File: src/rtl/vat_pkg.sv
package vat_pkg;

    localparam int VPN_W  = 22;
    localparam int PPN_W  = 19;
    localparam int ASID_W = 8;
    localparam int CODE_W = 12;

    typedef enum logic [1:0] {
        ACC_READ  = 2'd0,
        ACC_WRITE = 2'd1,
        ACC_FETCH = 2'd2,
        ACC_RSVD  = 2'd3
    } acc_e;

    typedef enum logic {
        S_IDLE = 1'b0,
        S_HOLD = 1'b1
    } st_e;

    localparam logic [CODE_W-1:0] FC_NONE      = 12'h000;
    localparam logic [CODE_W-1:0] FC_MISS_RD   = 12'h040;
    localparam logic [CODE_W-1:0] FC_MISS_WR   = 12'h060;
    localparam logic [CODE_W-1:0] FC_FIRST_WR  = 12'h080;
    localparam logic [CODE_W-1:0] FC_PROT_RD   = 12'h0A0;
    localparam logic [CODE_W-1:0] FC_PROT_WR   = 12'h0C0;
    localparam logic [CODE_W-1:0] FC_AERR_RD   = 12'h0C0;
    localparam logic [CODE_W-1:0] FC_AERR_WR   = 12'h100;
    localparam logic [CODE_W-1:0] FC_MULTI     = 12'h140;

    typedef struct packed {
        logic              valid;
        logic [VPN_W-1:0]  vpn;
        logic [ASID_W-1:0] asid;
        logic [1:0]        sz;
        logic              shared;
        logic [1:0]        perm;
        logic              dirty;
        logic [PPN_W-1:0]  ppn;
    } tlb_ent_t;

    // Bits of va[31:10] that take part in the page match for a size code.
    function automatic logic [VPN_W-1:0] vpn_keep(input logic [1:0] sz);
        unique case (sz)
            2'd0: vpn_keep = {VPN_W{1'b1}};
            2'd1: vpn_keep = {{(VPN_W-2){1'b1}}, 2'b0};
            2'd2: vpn_keep = {{(VPN_W-6){1'b1}}, 6'b0};
            default: vpn_keep = {{(VPN_W-10){1'b1}}, 10'b0};
        endcase
    endfunction

endpackage

File: src/rtl/vat_region.sv
module vat_region (
    input  logic [31:0] va,
    input  logic        priv,
    output logic        untrans,
    output logic        addr_err,
    output logic [31:0] fixed_pa
);
    logic in_p12, in_p4, in_sq;

    assign in_p12   = (va[31:30] == 2'b10);
    assign in_p4    = (va[31:29] == 3'b111);
    assign in_sq    = (va[31:26] == 6'b111000);
    assign untrans  = in_p12 | in_p4;
    assign addr_err = untrans & ~priv & ~in_sq;
    assign fixed_pa = in_p12 ? {3'b000, va[28:0]} : va;
endmodule

File: src/rtl/vat_tlb.sv
module vat_tlb
    import vat_pkg::*;
#(
    parameter int ENTRIES = 64,
    localparam int IDX_W  = $clog2(ENTRIES)
) (
    input  logic              clk,
    input  logic              rst,
    input  logic              ld_en,
    input  logic [IDX_W-1:0]  ld_idx,
    input  tlb_ent_t          ld_ent,
    input  logic [31:0]       va,
    input  logic [ASID_W-1:0] cur_asid,
    input  logic              asid_chk,
    output logic              hit,
    output logic              multi,
    output tlb_ent_t          sel
);
    tlb_ent_t           ents [ENTRIES];
    logic [ENTRIES-1:0] hits;

    always_ff @(posedge clk) begin
        for (int i = 0; i < ENTRIES; i++) begin
            if (rst) begin
                ents[i].valid <= 1'b0;
            end else if (ld_en && ld_idx == IDX_W'(i)) begin
                ents[i] <= ld_ent;
            end
        end
    end

    generate
        for (genvar g = 0; g < ENTRIES; g++) begin : g_cmp
            logic [VPN_W-1:0] keep;
            assign keep    = vpn_keep(ents[g].sz);
            assign hits[g] = ents[g].valid
                           & (ents[g].shared | ~asid_chk | (ents[g].asid == cur_asid))
                           & ((va[31:10] & keep) == (ents[g].vpn & keep));
        end
    endgenerate

    assign hit   = |hits;
    assign multi = |(hits & (hits - 1'b1));

    always_comb begin
        sel = '0;
        for (int i = ENTRIES - 1; i >= 0; i--) begin
            if (hits[i]) sel = ents[i];
        end
    end

    // a load lands in the addressed slot
    a_r11_load_lands: assert property (@(posedge clk) disable iff (rst)
        ld_en |=> ents[$past(ld_idx)] == $past(ld_ent));
endmodule

File: src/rtl/vat_repl.sv
module vat_repl #(
    parameter int ENTRIES = 64,
    localparam int IDX_W  = $clog2(ENTRIES)
) (
    input  logic             clk,
    input  logic             rst,
    input  logic             tick,
    input  logic [IDX_W-1:0] wrap_lim,
    output logic [IDX_W-1:0] ptr
);
    logic [IDX_W:0] nxt;
    logic           wrap;

    assign nxt  = {1'b0, ptr} + 1'b1;
    assign wrap = ((wrap_lim != '0) && (nxt > {1'b0, wrap_lim}))
                || (nxt > (IDX_W+1)'(ENTRIES - 1));

    always_ff @(posedge clk) begin
        if (rst)       ptr <= '0;
        else if (tick) ptr <= wrap ? '0 : nxt[IDX_W-1:0];
    end

    // pointer only moves on a table lookup
    a_r10_idle: assert property (@(posedge clk) disable iff (rst)
        !tick |=> $stable(ptr));
    // below the limit the pointer steps by one
    a_r10_step: assert property (@(posedge clk) disable iff (rst)
        (tick && wrap_lim != '0 && ptr < wrap_lim) |=> ptr == $past(ptr) + 1'b1);
    // a step either increments or wraps to zero
    a_r10_wrap: assert property (@(posedge clk) disable iff (rst)
        tick |=> (ptr == '0 || ptr == $past(ptr) + 1'b1));
endmodule

File: src/rtl/vat_xlate.sv
module vat_xlate
    import vat_pkg::*;
#(
    parameter int ENTRIES = 64,
    localparam int IDX_W  = $clog2(ENTRIES)
) (
    input  logic              clk,
    input  logic              rst,
    input  logic              req,
    input  logic [1:0]        acc,
    input  logic [31:0]       va,
    input  logic              priv,
    input  logic              xlate_en,
    input  logic              single_space,
    input  logic [7:0]        cur_asid,
    input  logic [IDX_W-1:0]  wrap_lim,
    input  logic              ld_en,
    input  logic              ld_valid,
    input  logic [21:0]       ld_vpn,
    input  logic [7:0]        ld_asid,
    input  logic [1:0]        ld_sz,
    input  logic              ld_shared,
    input  logic [1:0]        ld_perm,
    input  logic              ld_dirty,
    input  logic [18:0]       ld_ppn,
    output logic              rsp_valid,
    output logic [11:0]       rsp_code,
    output logic [31:0]       rsp_pa,
    output logic [IDX_W-1:0]  repl_ptr
);
    st_e               state, state_nx;
    logic              rg_untrans, rg_err;
    logic [31:0]       rg_pa;
    logic              t_hit, t_multi;
    tlb_ent_t          t_sel, ld_ent;
    logic              is_wr, tlb_use;
    logic [31:0]       ofs_mask, tlb_pa;
    logic [CODE_W-1:0] nx_code;
    logic [31:0]       nx_pa;

    assign is_wr = (acc_e'(acc) == ACC_WRITE);

    assign ld_ent = '{valid: ld_valid, vpn: ld_vpn, asid: ld_asid, sz: ld_sz,
                      shared: ld_shared, perm: ld_perm, dirty: ld_dirty, ppn: ld_ppn};

    vat_region u_region (
        .va       (va),
        .priv     (priv),
        .untrans  (rg_untrans),
        .addr_err (rg_err),
        .fixed_pa (rg_pa)
    );

    vat_tlb #(.ENTRIES(ENTRIES)) u_tlb (
        .clk      (clk),
        .rst      (rst),
        .ld_en    (ld_en),
        .ld_idx   (repl_ptr),
        .ld_ent   (ld_ent),
        .va       (va),
        .cur_asid (cur_asid),
        .asid_chk (~single_space | ~priv),
        .hit      (t_hit),
        .multi    (t_multi),
        .sel      (t_sel)
    );

    vat_repl #(.ENTRIES(ENTRIES)) u_repl (
        .clk      (clk),
        .rst      (rst),
        .tick     (req & tlb_use),
        .wrap_lim (wrap_lim),
        .ptr      (repl_ptr)
    );

    assign ofs_mask = {~vpn_keep(t_sel.sz), 10'h3FF};
    assign tlb_pa   = ({3'b000, t_sel.ppn, 10'b0} & ~ofs_mask) | (va & ofs_mask);

    // Result selection, in order of precedence
    always_comb begin
        nx_code = FC_NONE;
        nx_pa   = '0;
        tlb_use = 1'b0;
        if (rg_untrans) begin
            if (rg_err) nx_code = is_wr ? FC_AERR_WR : FC_AERR_RD;
            else        nx_pa   = rg_pa;
        end else if (!xlate_en) begin
            nx_pa = {3'b000, va[28:0]};
        end else begin
            tlb_use = 1'b1;
            if (t_multi)                         nx_code = FC_MULTI;
            else if (!t_hit)                     nx_code = is_wr ? FC_MISS_WR : FC_MISS_RD;
            else if (!priv && !t_sel.perm[1])    nx_code = is_wr ? FC_PROT_WR : FC_PROT_RD;
            else if (is_wr && !t_sel.perm[0])    nx_code = FC_PROT_WR;
            else if (is_wr && !t_sel.dirty)      nx_code = FC_FIRST_WR;
            else                                 nx_pa   = tlb_pa;
        end
    end

    // State register
    always_ff @(posedge clk) begin
        if (rst) state <= S_IDLE;
        else     state <= state_nx;
    end

    always_comb begin
        state_nx = state;
        unique case (state)
            S_IDLE: if (req)  state_nx = S_HOLD;   // issue
            S_HOLD: if (!req) state_nx = S_IDLE;   // drain; chain stays
            default:          state_nx = S_IDLE;
        endcase
    end

    // Output registers
    always_ff @(posedge clk) begin
        if (rst) begin
            rsp_code <= FC_NONE;
            rsp_pa   <= '0;
        end else if (req) begin
            rsp_code <= nx_code;
            rsp_pa   <= nx_pa;
        end
    end

    assign rsp_valid = (state == S_HOLD);

    // valid follows a request by one cycle
    a_r12_req_valid: assert property (@(posedge clk) disable iff (rst)
        req |=> rsp_valid);
    a_r12_no_req: assert property (@(posedge clk) disable iff (rst)
        !req |=> !rsp_valid);
    // result held between requests
    a_r12_hold: assert property (@(posedge clk) disable iff (rst)
        !req |=> ($stable(rsp_code) && $stable(rsp_pa)));
    // privileged direct region drops the top three bits
    a_r1_direct: assert property (@(posedge clk) disable iff (rst)
        (req && priv && va[31:30] == 2'b10) |=>
            (rsp_code == FC_NONE && rsp_pa == {3'b000, $past(va[28:0])}));
    // user mode never reaches the direct region
    a_r2_user_block: assert property (@(posedge clk) disable iff (rst)
        (req && !priv && va[31:30] == 2'b10) |=> (rsp_code != FC_NONE && rsp_pa == '0));
endmodule

File: config.mk
export PLATFORM = sky130hd
export DESIGN_NAME = vat_xlate
export DESIGN_NICKNAME = d
export VERILOG_FILES = /design/src/rtl/vat_pkg.sv /design/src/rtl/vat_region.sv /design/src/rtl/vat_tlb.sv /design/src/rtl/vat_repl.sv /design/src/rtl/vat_xlate.sv
export SDC_FILE = /design/constraint.sdc
export NUM_CORES = 2
export LEC_CHECK = 0
export BUFFER_PORTS_ARGS = -buffer_cell sky130_fd_sc_hd__buf_2
export CAP_MARGIN = 20
export CORE_MARGIN = 2
export CORE_UTILIZATION = 41
export CTS_BUF_LIST = sky130_fd_sc_hd__clkbuf_8
export CTS_CLUSTER_SIZE = 30
export DETAILED_ROUTE_END_ITERATION = 6
export PLACE_DENSITY_LB_ADDON = 0.25
export SYNTH_ARGS = -nofsm -noshare
export SYNTH_HDL_FRONTEND = slang
export SYNTH_SLANG_ARGS = --single-unit
File: constraint.sdc
create_clock -name clk -period 6.7 [get_ports clk]
set_input_delay 0.335 -clock clk [delete_from_list [all_inputs] [get_ports clk]]
set_output_delay 0.335 -clock clk [all_outputs]
set_load 0.02 [all_outputs]
==> impl_metrics.ini <==
[die]
coreArea_um2 = 372000
die_area_um2 = 378000
fp.dieW_um = 615
ios = 162
die_y_um = 615
std_cell_rows = 224
start_util_pct = 41.1

[clock_network]
cts_tree = yes
cts_max_level = 6
cts_setup_buffers = 0
numClockSinks = 3627
clk_pin_slew_ps = 60
cts_root_buf = clkbuf_8
clk-insertion-delay-late_ps = 1250
cts_buffers = 606
cts_buffer_depth = 4

[global_routing]
grt_pass1_wl_um = 684000
grt_overflow = 0
gr-usage-met1_pct = 33.1
grt_pass1_vias = 93800
grt.met2_usage_pct = 40.7
track_usage_pct = 24.8
use_met3_pct = 4.48
antenna_found_initial = 16
grt_max_degree = 65
top_usage_layer = met2

[synthesis]
async_flop_share_pct = 0
synth_top_area_share_pct = 70.4
synthXorXnorAreaFrac_pct = 11.0
ys_seq_area_share_pct = 71.0
ys_ff_latch = 3627
synth.area.top_cells = edfxtp_1 (70%), xnor2_1 (9.5%), o21ai_0 (1.8%)
synth_top_cell_by_area = edfxtp_1
ys_types = 99
synthMuxAreaShare_pct = 0.209
yosysWarnings = 0
ys.flop_type = edfxtp_1
synthSimpleGateAreaFrac_pct = 6.61
synth_top_family_by_area = XOR/XNOR gates
yosysMostFrequentCell = edfxtp_1
synthAdderAreaFrac_pct = 0.0819
synth_compound_area_share_pct = 8.33
syn-cell-area_um2 = 153000
synth_edf_count = 3584
syn_inst = 10400
synthTopCellsByCount = edfxtp_1 (3584), xnor2_1 (1662), nor2_1 (650)
avgSynthCellArea_um2 = 14.6

[place]
place_hpwl_um = 304000
dp_slack_ps = -693
port_buffers = 153
dpl_cell_area_um2 = 163000
gpl.final_weighted_congestion = 0.952

[detailed_routing]
vias_per_cell = 5.64
routed_wl_um = 481000
dr.pass1.iters = 6
dr.first_iter.drc_count = 11000
wl_per_cell_um = 28.6
vias = 94800
drc = 0
antenna_left = 0

[power_and_ir_drop]
internal-power_uw = 34600
combPwrFrac_pct = 4.4
cellPowerDensity_nw_per_um2 = 258
seqPwrFrac_pct = 55.4
max-vdd-ir-drop_uv = 187
p_sw_share_pct = 23.3
power_leakage_uw = 0.0572
p_switching_uw = 10500
clockPowerShare_pct = 40.2

[outcome]
outcome = completed

[sta]
max_freq_mhz = 150
max_slew.worst_pin.slew_ps = 1250
rsz0062_at_grt = false
setup_violations = 0
max_slew_margin_pct = 15.7
setup_slack_ps = 34.3
drv_slew = 0
post-route-min-period_ps = 6670
period_share_pct = 99.5
finClkSkew_ps = 103
hold_viol_final = 0

[worst_setup_path]
endpoint_kind = flip-flop
cp.required_ps = 7870
reg2reg_slack_ps = 240
cp-start-kind = input port
cp.arrival_ps = 7840
reg2regPathDepth = 16
path_max_fanout = 26
crit_type = input port to flip-flop

[flow_run]
cap_violations = 0

[layout]
nets = 11500
drive_above_1_share_pct = 14.7
area_delta_synth_final_pct = 14.5
stdcell_area_um2 = 175000

[hold_path]
hp-class = input port to flip-flop
min_path_cells = 2
critical path, cell delays in order:
cell           delay, ps
dlygate4sd3_1        520
buf_4                540
buf_4                360
xnor2_1              100
a21oi_1              120
nor2_1                80
o2111ai_4            580
nand4_1              310
nor3_4               540
nand2_2              280
or3b_1               480
a2111oi_1            880
o211ai_1             330
nor4_2               370
nand4_1              180
or4_4                630
buf_4                180
nor3b_1              530
o311a_1              290
a221o_1              110
area by class of cell:
class,instances,area (um2)
fillers,32400,197000
flip-flops and latches,3627,108000
multi-input cells,5988,41100
clock buffers,621,8550
repair buffers,892,7330
well taps,4972,6220
clock inverters,457,2390
inverters,233,875
diodes,11,27.5
power by group through the flow:
stage          Clock, uW  Sequential, uW  Combinational, uW
3_5_place_dp           0           25500               1930
2_1_floorplan          0           25500                954
3_3_place_gp           0           25500               1900
5_1_grt            19400           25000               2100
6_report           18100           25000               1990
4_1_cts            18400           25000               1990
per-layer routing:
| metal | share of wire [%] | routed length, um |
|---|---|---|
| met1 | 40 | 194000 |
| met2 | 48 | 229000 |
| met3 | 8.5 | 40600 |
| met4 | 3.6 | 17400 |
| met5 | 0.0056 | 27 |
metrics by stage:
step	cells	hold slack [ps]	utilization, %	power [uW]	TNS (ps)
after floorplan	10400	434	-	26400	0
after global placement	15600	433	43.8	27400	-11300
after detailed placement	15600	437	43.8	27400	-13640
after CTS	16800	13.0	47.1	45400	0
after global routing	16800	53.0	47.1	46500	0
final	16800	107	47.1	45100	0
repair_timing:
action                     4_1_cts  5_1_grt
gates resized for setup          0        4
setup endpoints to repair        0       30
hold endpoints to repair      2687        0
hold buffers                   114        0
worst paths after layout:
path                       start                  end
min                    ld_vpn[7]  u_tlb.ents[1][1216]
max                       va[10]           rsp_pa[12]
max reg2reg  u_tlb.ents[0][1087]           rsp_pa[12]
min reg2reg           rsp_pa[30]           rsp_pa[30]
layout by cell type (no fill, tap or decap), types with 132 or more instances in the layout:
master,Yosys,final
nand2_1,528,528
nor2_1,650,585
buf_4,128,617
xnor2_1,1662,1662
nand4_1,382,382
o21ai_0,542,542
edfxtp_1,3584,3584
inv_1,229,446
xor2_1,262,262
nand3_1,142,142
a21oi_1,444,444
clkbuf_8,0,621
clkinv_1,3,132
registers in the layout, indices dropped and copies added, names as in the netlist:
| name | flops |
|---|---|
| u_repl.ptr | 6 |
| rsp_pa | 32 |
| u_tlb.ents | 3584 |
| rsp_code | 4 |
| rsp_valid | 1 |
kinds of logic after synthesis:
group / Yosys count
and+or+nand+nor: 2102
DFF: 3627
AOI/OAI and AO/OA: 1913
xor gates and xnor gates: 1924
other: 1
muxes: 31
buffers and inverters: 828
adders and majority gates: 10
Power figures use the tool's default switching activity.
